$ cat src/rtl/evt_irq_pkg.sv
package evt_irq_pkg;

   // Selects how the interrupt line is produced from the masked status
   typedef enum logic [0:0] {
      IRQ_FLOPPED = 1'b0,
      IRQ_DIRECT  = 1'b1
   } irq_out_e;

   // Zero-extend a narrow source vector into a register-width word
   function automatic logic [63:0] widen(input logic [63:0] v, input int unsigned n);
      logic [63:0] r;
      r = '0;
      for (int unsigned i = 0; i < n; i++) r[i] = v[i];
      return r;
   endfunction

endpackage

$ cat src/rtl/evt_stat_cell.sv
// One raw status bit. Set sources take precedence over clear sources.
module evt_stat_cell #(
   parameter bit HAS_RD_CLR = 1'b1
) (
   input  logic clk,
   input  logic rst_n,
   input  logic hw_evt,
   input  logic sw_set,
   input  logic sw_clr,
   input  logic rd_clr,
   output logic stat_q
);
   logic clr_any;

   generate
      if (HAS_RD_CLR) begin : g_rdclr
         assign clr_any = sw_clr | rd_clr;
      end else begin : g_nordclr
         logic unused_rd;
         assign unused_rd = rd_clr;
         assign clr_any   = sw_clr;
      end
   endgenerate

   always_ff @(posedge clk or negedge rst_n) begin
      if (!rst_n)                stat_q <= 1'b0;
      else if (hw_evt | sw_set)  stat_q <= 1'b1;
      else if (clr_any)          stat_q <= 1'b0;
   end
endmodule

$ cat src/rtl/evt_mask_reg.sv
// Enable register: whole-word load, then set strobes, then clear strobes.
module evt_mask_reg #(
   parameter int unsigned WIDTH = 7
) (
   input  logic             clk,
   input  logic             rst_n,
   input  logic [WIDTH-1:0] set_i,
   input  logic [WIDTH-1:0] clr_i,
   input  logic             wr_en_i,
   input  logic [WIDTH-1:0] wr_data_i,
   output logic [WIDTH-1:0] mask_q
);
   logic [WIDTH-1:0] mask_d;

   always_comb begin
      if (wr_en_i) mask_d = wr_data_i;
      else         mask_d = (mask_q & ~clr_i) | set_i;
   end

   always_ff @(posedge clk or negedge rst_n) begin
      if (!rst_n) mask_q <= '0;
      else        mask_q <= mask_d;
   end
endmodule

$ cat src/rtl/evt_irq_reduce.sv
// OR-reduction of masked status into the interrupt line; variant by parameter.
module evt_irq_reduce
   import evt_irq_pkg::*;
#(
   parameter int unsigned WIDTH    = 7,
   parameter irq_out_e    IRQ_MODE = IRQ_FLOPPED
) (
   input  logic             clk,
   input  logic             rst_n,
   input  logic [WIDTH-1:0] pend_i,
   output logic             irq_o
);
   logic any_pend;
   assign any_pend = |pend_i;

   generate
      if (IRQ_MODE == IRQ_FLOPPED) begin : g_flop
         logic irq_q;
         always_ff @(posedge clk or negedge rst_n) begin
            if (!rst_n) irq_q <= 1'b0;
            else        irq_q <= any_pend;
         end
         assign irq_o = irq_q;
      end else begin : g_direct
         logic unused_clk;
         assign unused_clk = clk ^ rst_n;
         assign irq_o      = any_pend;
      end
   endgenerate
endmodule

$ cat src/rtl/evt_irq_ctrl.sv
module evt_irq_ctrl
   import evt_irq_pkg::*;
#(
   parameter int unsigned NUM_CHAN = 6,
   parameter int unsigned NUM_SRC  = 7,
   parameter int unsigned REG_W    = 32,
   parameter irq_out_e    IRQ_MODE = IRQ_FLOPPED
) (
   input  logic                clk,
   input  logic                rst_n,
   input  logic [NUM_SRC-1:0]  hw_evt_i,
   input  logic [NUM_SRC-1:0]  sw_set_i,
   input  logic [NUM_SRC-1:0]  sw_clr_i,
   input  logic [NUM_CHAN-1:0] rd_clr_i,
   input  logic [NUM_SRC-1:0]  msk_set_i,
   input  logic [NUM_SRC-1:0]  msk_clr_i,
   input  logic                msk_wr_en_i,
   input  logic [NUM_SRC-1:0]  msk_wr_data_i,
   output logic [REG_W-1:0]    raw_o,
   output logic [REG_W-1:0]    mask_o,
   output logic [REG_W-1:0]    masked_o,
   output logic                irq_o
);
   localparam int unsigned PAD_W = (REG_W > NUM_SRC) ? REG_W - NUM_SRC : 1;

   generate
      if (NUM_SRC != NUM_CHAN + 1) begin : g_bad_src
         $error("evt_irq_ctrl: NUM_SRC must be NUM_CHAN + 1");
      end
      if (REG_W < NUM_SRC || REG_W > 64) begin : g_bad_w
         $error("evt_irq_ctrl: REG_W must lie between NUM_SRC and 64");
      end
   endgenerate

   logic [NUM_SRC-1:0] raw_q;
   logic [NUM_SRC-1:0] mask_q;
   logic [NUM_SRC-1:0] pend;

   // One status cell per source; only channel sources have a read-clear
   generate
      for (genvar k = 0; k < NUM_SRC; k++) begin : g_src
         if (k < NUM_CHAN) begin : g_chan
            evt_stat_cell #(.HAS_RD_CLR(1'b1)) u_cell (
               .clk    (clk),
               .rst_n  (rst_n),
               .hw_evt (hw_evt_i[k]),
               .sw_set (sw_set_i[k]),
               .sw_clr (sw_clr_i[k]),
               .rd_clr (rd_clr_i[k]),
               .stat_q (raw_q[k])
            );
         end else begin : g_ovf
            evt_stat_cell #(.HAS_RD_CLR(1'b0)) u_cell (
               .clk    (clk),
               .rst_n  (rst_n),
               .hw_evt (hw_evt_i[k]),
               .sw_set (sw_set_i[k]),
               .sw_clr (sw_clr_i[k]),
               .rd_clr (1'b0),
               .stat_q (raw_q[k])
            );
         end
      end
   endgenerate

   evt_mask_reg #(.WIDTH(NUM_SRC)) u_mask (
      .clk       (clk),
      .rst_n     (rst_n),
      .set_i     (msk_set_i),
      .clr_i     (msk_clr_i),
      .wr_en_i   (msk_wr_en_i),
      .wr_data_i (msk_wr_data_i),
      .mask_q    (mask_q)
   );

   assign pend = raw_q & mask_q;

   evt_irq_reduce #(.WIDTH(NUM_SRC), .IRQ_MODE(IRQ_MODE)) u_irq (
      .clk    (clk),
      .rst_n  (rst_n),
      .pend_i (pend),
      .irq_o  (irq_o)
   );

   // Register-width views, zero above the implemented sources
   generate
      if (REG_W > NUM_SRC) begin : g_pad
         assign raw_o    = {{PAD_W{1'b0}}, raw_q};
         assign mask_o   = {{PAD_W{1'b0}}, mask_q};
         assign masked_o = {{PAD_W{1'b0}}, pend};
      end else begin : g_nopad
         assign raw_o    = raw_q;
         assign mask_o   = mask_q;
         assign masked_o = pend;
      end
   endgenerate
endmodule

$ cat config.mk
export PLATFORM = sky130hd
export DESIGN_NAME = evt_irq_ctrl
export DESIGN_NICKNAME = d
export VERILOG_FILES = /design/src/rtl/evt_irq_pkg.sv /design/src/rtl/evt_stat_cell.sv /design/src/rtl/evt_mask_reg.sv /design/src/rtl/evt_irq_reduce.sv /design/src/rtl/evt_irq_ctrl.sv
export SDC_FILE = /design/constraint.sdc
export NUM_CORES = 1
export LEC_CHECK = 0
export BUFFER_PORTS_ARGS = -buffer_cell sky130_fd_sc_hd__buf_2
export CORE_ASPECT_RATIO = 1.25
export CORE_MARGIN = 1
export CORE_UTILIZATION = 31
export DETAILED_ROUTE_END_ITERATION = 10
export PLACE_DENSITY = 0.78
export SLEW_MARGIN = 5
export SYNTH_ARGS = -nofsm -noshare
export SYNTH_HDL_FRONTEND = slang
export SYNTH_SLANG_ARGS = --single-unit
$ cat constraint.sdc
create_clock -name clk -period 1.23 [get_ports clk]
set_input_delay 0.0615 -clock clk [delete_from_list [all_inputs] [get_ports clk]]
set_output_delay 0.0615 -clock clk [all_outputs]
set_load 0.05 [all_outputs]
# [After elaboration in Yosys (flattened, before gate mapping)]
# Cells that the tools add are included.
[word_totals] word_cells=49 regBits=15
[op_classes] n_reduce_logical=8 bitwise_logic=17 n_mux=15
[op_table] cell="7-bit AND" n=2
[op_table] cell="1-bit two-way mux" n=14
[op_table] cell="2-bit nonzero test" n=7
[op_table] cell="1-bit OR" n=13
[op_table] cell="7-bit two-way mux" n=1
[op_table] cell="7-bit inverter" n=1
[op_table] cell="7-bit OR" n=1
[op_table] cell="7-bit OR reduction" n=1

# [Depth between registers and ports, before layout]
[depth] ltp_word=4 ltp_mapped=3 ltp_nobuf=2

# [Modules after synthesis]
# From an unflattened synthesis, not the netlist that was laid out.
[hier_totals] cells_unflattened=145 hier_area_um2=1325.0
[modules_own_cells] mod="evt_irq_ctrl" n_inst=1 cells_each=83 area_each_um2=610.6
[modules_own_cells] mod="evt_mask_reg" n_inst=1 cells_each=36 area_each_um2=411.6
[modules_own_cells] mod="evt_stat_cell (g_src[0].g_chan.u_cell ...)" n_inst=6 cells_each=3 area_each_um2=37.5
[modules_own_cells] mod="evt_irq_reduce" n_inst=1 cells_each=4 area_each_um2=40.0
[modules_own_cells] mod="evt_stat_cell (g_src[6].g_ovf.u_cell)" n_inst=1 cells_each=4 area_each_um2=37.5

# [Least setup slack after synthesis]
# Ideal clock, no wire load.
[synth_path] path_type="reg2reg" startpoint="register u_mask.mask_q[4]" endpoint="register u_irq.g_flop.irq_q, in the netlist u_irq.irq_o" synth_period_minus_slack_ns=1.637 path_stages_with_launch=3 setup_ns=0.139 arrival_ns=1.499 setup_slack_ns=-0.407 cell_sequence="dfrtp_1 > and2_1 > or4b_1"
[synth_via] elab_chain_cells=2
[synth_rtl] element="start, declared" line_no="evt_mask_reg.sv:11" source="output logic [WIDTH-1:0] mask_q"
[synth_rtl] element="start signal, assigned" line_no="evt_mask_reg.sv:22" source="else mask_q <= mask_d;"
[synth_rtl] element="7-bit AND" line_no="evt_irq_ctrl.sv:76" source="assign pend = raw_q & mask_q;"
[synth_rtl] element="net masked_o[4]" line_no="evt_irq_ctrl.sv:21" source="output logic [REG_W-1:0] masked_o,"
[synth_rtl] element="7-bit OR reduction" line_no="evt_irq_reduce.sv:14" source="assign any_pend = |pend_i;"
[synth_rtl] element="net u_irq.any_pend" line_no="evt_irq_reduce.sv:13" source="logic any_pend;"
[synth_rtl] element="end signal, assigned" line_no="evt_irq_reduce.sv:21" source="else irq_q <= any_pend;"
[synth_rtl] element="end, declared" line_no="evt_irq_reduce.sv:18" source="logic irq_q;"
# The timed path passes the listed nets, and every way through them passes these cells.
# A chain may end at the register's enable or synchronous reset.

# [Worst setup path after layout]
[layout_path] startpoint="register u_mask.mask_q[1]" endpoint="register u_irq.g_flop.irq_q, in the netlist u_irq.irq_o"
[layout_via] elab_chain_cells=2
[layout_rtl] element="7-bit AND" line_no="evt_irq_ctrl.sv:76"
[layout_rtl] element="7-bit OR reduction" line_no="evt_irq_reduce.sv:14"
[layout_rtl] element="net u_irq.any_pend" line_no="evt_irq_reduce.sv:13"
# The timed path passes the listed nets, and every way through them passes these cells.

==> results.json <==
{
  "status": "finished, violations left",
  "violations": "negative setup slack",
  "hold_viol_final": 0,
  "setup-violations-final": 1,
  "detailroute.via_count": 991,
  "synth_top_family_by_area": "buffers and inverters",
  "antenna_violations_before_repair": 0,
  "ff2ff_setup_slack_ps": -60,
  "grt_pass1_wl_um": 3100,
  "synth_seq_area_share": 0.287,
  "grt_overflow_total": 0,
  "syn2layout_area_growth_pct": 17.7,
  "fp.dieH_um": 74.7,
  "timing.critical_path.arrival_ps": 1400,
  "postSynth.asyncResetShare": 1.00,
  "cts-htree-levels": 1,
  "synth_cell_type_count": 17,
  "finish.cell_count_without_fillers": 278,
  "timing.rr.end": "u_irq.irq_o",
  "timing.critical_path.from": "u_mask.mask_q[1]",
  "vias_per_cell": 3.56,
  "port-buffer-count": 72,
  "tritoncts": "built",
  "floorplan.io_pins": 148,
  "width_of_the_die_um": 60.1,
  "core-area_sq_um": 4070,
  "antenna_cells_inserted": 0,
  "grt_pass1_vias": 769,
  "criticalPathCategory": "reg -> reg",
  "mux_contribution_to_synthesized_area": 0,
  "place_inst": 271,
  "post-cts-setup-buffer-count": 0,
  "rsz_0062_raised_after_global_routing": "true",
  "synth_compound_gate_area_share": 0.106,
  "die_area_sq_um": 4490,
  "p_total_mw": 1.90,
  "yosys.area_share.xor_xnor": 0,
  "post_synth_inst_count": 145,
  "synth_most_common_cell": "sky130_fd_sc_hd__buf_4",
  "globalplace.congestion": 0.717,
  "worst-r2r-cell-count": 2,
  "power.density_nw_per_um2": 1230,
  "ctsLongestPathBuffers": 2,
  "clk_latency_ps": 240,
  "final_core_utilization": 0.379,
  "finalCritPeriodShare": 1.05,
  "timing.final.crit_period_ps": 1290,
  "slew_violations": 0,
  "finalNetCount": 274,
  "number_of_flip_flops_and_latches_in_the_synthesized_netlist": 15,
  "worstHoldPathType": "in -> reg",
  "synth-edff-count": 0,
  "achievable-frequency_mhz": 774,
  "drt_pre_antenna_iters": 4,
  "post-route-worst-setup-slack_ps": -62.1,
  "final_layout_size_suffix_gt1_frac": 0.414,
  "drtIter0Drc": 10,
  "post-synth-top-area-cell": "sky130_fd_sc_hd__buf_4",
  "drt.antenna.violating_nets": 0,
  "synth_ff_type": "sky130_fd_sc_hd__dfrtp_1",
  "remaining_drc_errors": 0,
  "numClockSinks": 15,
  "synth-adder-area-share": 0,
  "worst_ir_drop_vdd_mv": 0.396,
  "placementRows": 26,
  "timing.max_cap.violations": 0,
  "clkSlewWorstSetupHoldPaths_ps": 60,
  "place.detailed.hpwl_um": 1940,
  "post_synth_main_area_contributors": "sky130_fd_sc_hd__buf_4 (47%), sky130_fd_sc_hd__dfrtp_1 (29%), sky130_fd_sc_hd__o31a_1 (4.7%)",
  "timing.critical_path.to_type": "flop",
  "reg2reg_from": "u_mask.mask_q[1]",
  "routed_wl_um": 2270,
  "post-place-ws_ps": -79.2,
  "synth_top_area_frac": 0.470,
  "yosys_warning_count": 0,
  "grt_max_degree": 16,
  "tritoncts.num_buffers": 3,
  "post_synthesis_cell_area_sq_um": 1310,
  "simple_gate_fraction_of_synth_area": 0.129,
  "synth_common_cells": "sky130_fd_sc_hd__buf_4 (82), sky130_fd_sc_hd__dfrtp_1 (15)",
  "cp_data_required_time_ps": 1340,
  "starting_utilization_of_the_core_area": 0.322,
  "syn_avg_cell_area_sq_um": 9.03,
  "clockRootBuffer": "sky130_fd_sc_hd__clkbuf_8",
  "timing.hold.ws_ps": 5.90,
  "worst_setup_ep": "u_irq.irq_o",
  "p_leak_nw": 0.851,
  "setup.worst_path.start_class": "flop",
  "final.setup_skew_ps": 1.61,
  "grt.total_usage": 0.0951,
  "routedWlPerCell_um": 8.16,
  "critPathMaxFanout": 4
}
layer usage:
metal	up-vias	track usage	share of wire	routed length [um]
met4	0	0.0698	0.018	40
met1	441	0.101	0.36	816
met5	-	0	0	0
met2	78	0.173	0.53	1200
li1	470	-	-	-
met3	2	0.00515	0.094	214
layout make-up:
cell class	instances	area (sq um)
fillers	431	2520
flip-flops and latches	15	383
clock buffers	4	45.0
multi-input cells	120	594
well taps	56	70.1
inverters	1	3.75
repair buffers	82	445
metrics by stage:
| stage | cell area, sq um | setup TNS, ps |
|---|---|---|
| after floorplan | 1600 | -153 |
| final | 1540 | -62.1 |
| after global placement | 1460 | -39.0 |
| after CTS | 1530 | -87.4 |
| after detailed placement | 1460 | -79.2 |
| after global routing | 1540 | -124 |
kinds of logic after synthesis:
group	Yosys count
compound gates	16
buf+inv	84
flops	15
other cells	1
simple gates	29
how the worst min path moves through the flow:
stage	startpoint	to	slack (ps)	cells past startpoint
detailed placement	rst_n	u_irq.irq_o	-5	1
finish	hw_evt_i[1]	g_src[1].g_chan.u_cell.stat_q	6	2
global placement	rst_n	u_irq.irq_o	-10	1
CTS	hw_evt_i[4]	g_src[4].g_chan.u_cell.stat_q	0.4	2
floorplan	rst_n	g_src[0].g_chan.u_cell.stat_q	-230	0
global route	hw_evt_i[3]	g_src[3].g_chan.u_cell.stat_q	1	2
where the power goes:
group	internal, mW	switching (mW)
logic	0.176	0.787
registers	0.528	0.0215
clock network	0.229	0.162
total	0.932	0.970
registers in the layout, summed over array words and instances (netlist names):
register / flops
g_src.g_chan.u_cell.stat_q: 6
u_irq.irq_o: 1
u_mask.mask_q: 7
g_src.g_ovf.u_cell.stat_q: 1
worst max-delay path: stages (launching register included):
cell and delay [ps]:
sky130_fd_sc_hd__dfrtp_2 410, sky130_fd_sc_hd__a222oi_1 280, sky130_fd_sc_hd__or4b_1 470
layout by cell type (no fill, tap or decap), drive strengths merged:
cell,count
nor2b,7
o21ai,1
or4b,1
clkbuf,4
buf,79
and2,7
conb,75
a22o,1
inv,1
nor2,7
a211o,6
o31a,7
dfrtp,15
dlygate4sd3,3
nand2b,7
a222oi,1
timing repair:
item | CTS | global route
hold buffers | 2 | 1
gates resized for setup | 0 | 2
pin swaps | 0 | 0
setup endpoints to repair | 1 | 2
endpoints found under the hold margin | 16 | 1
Note: power is estimated with default switching activity, not from simulation.
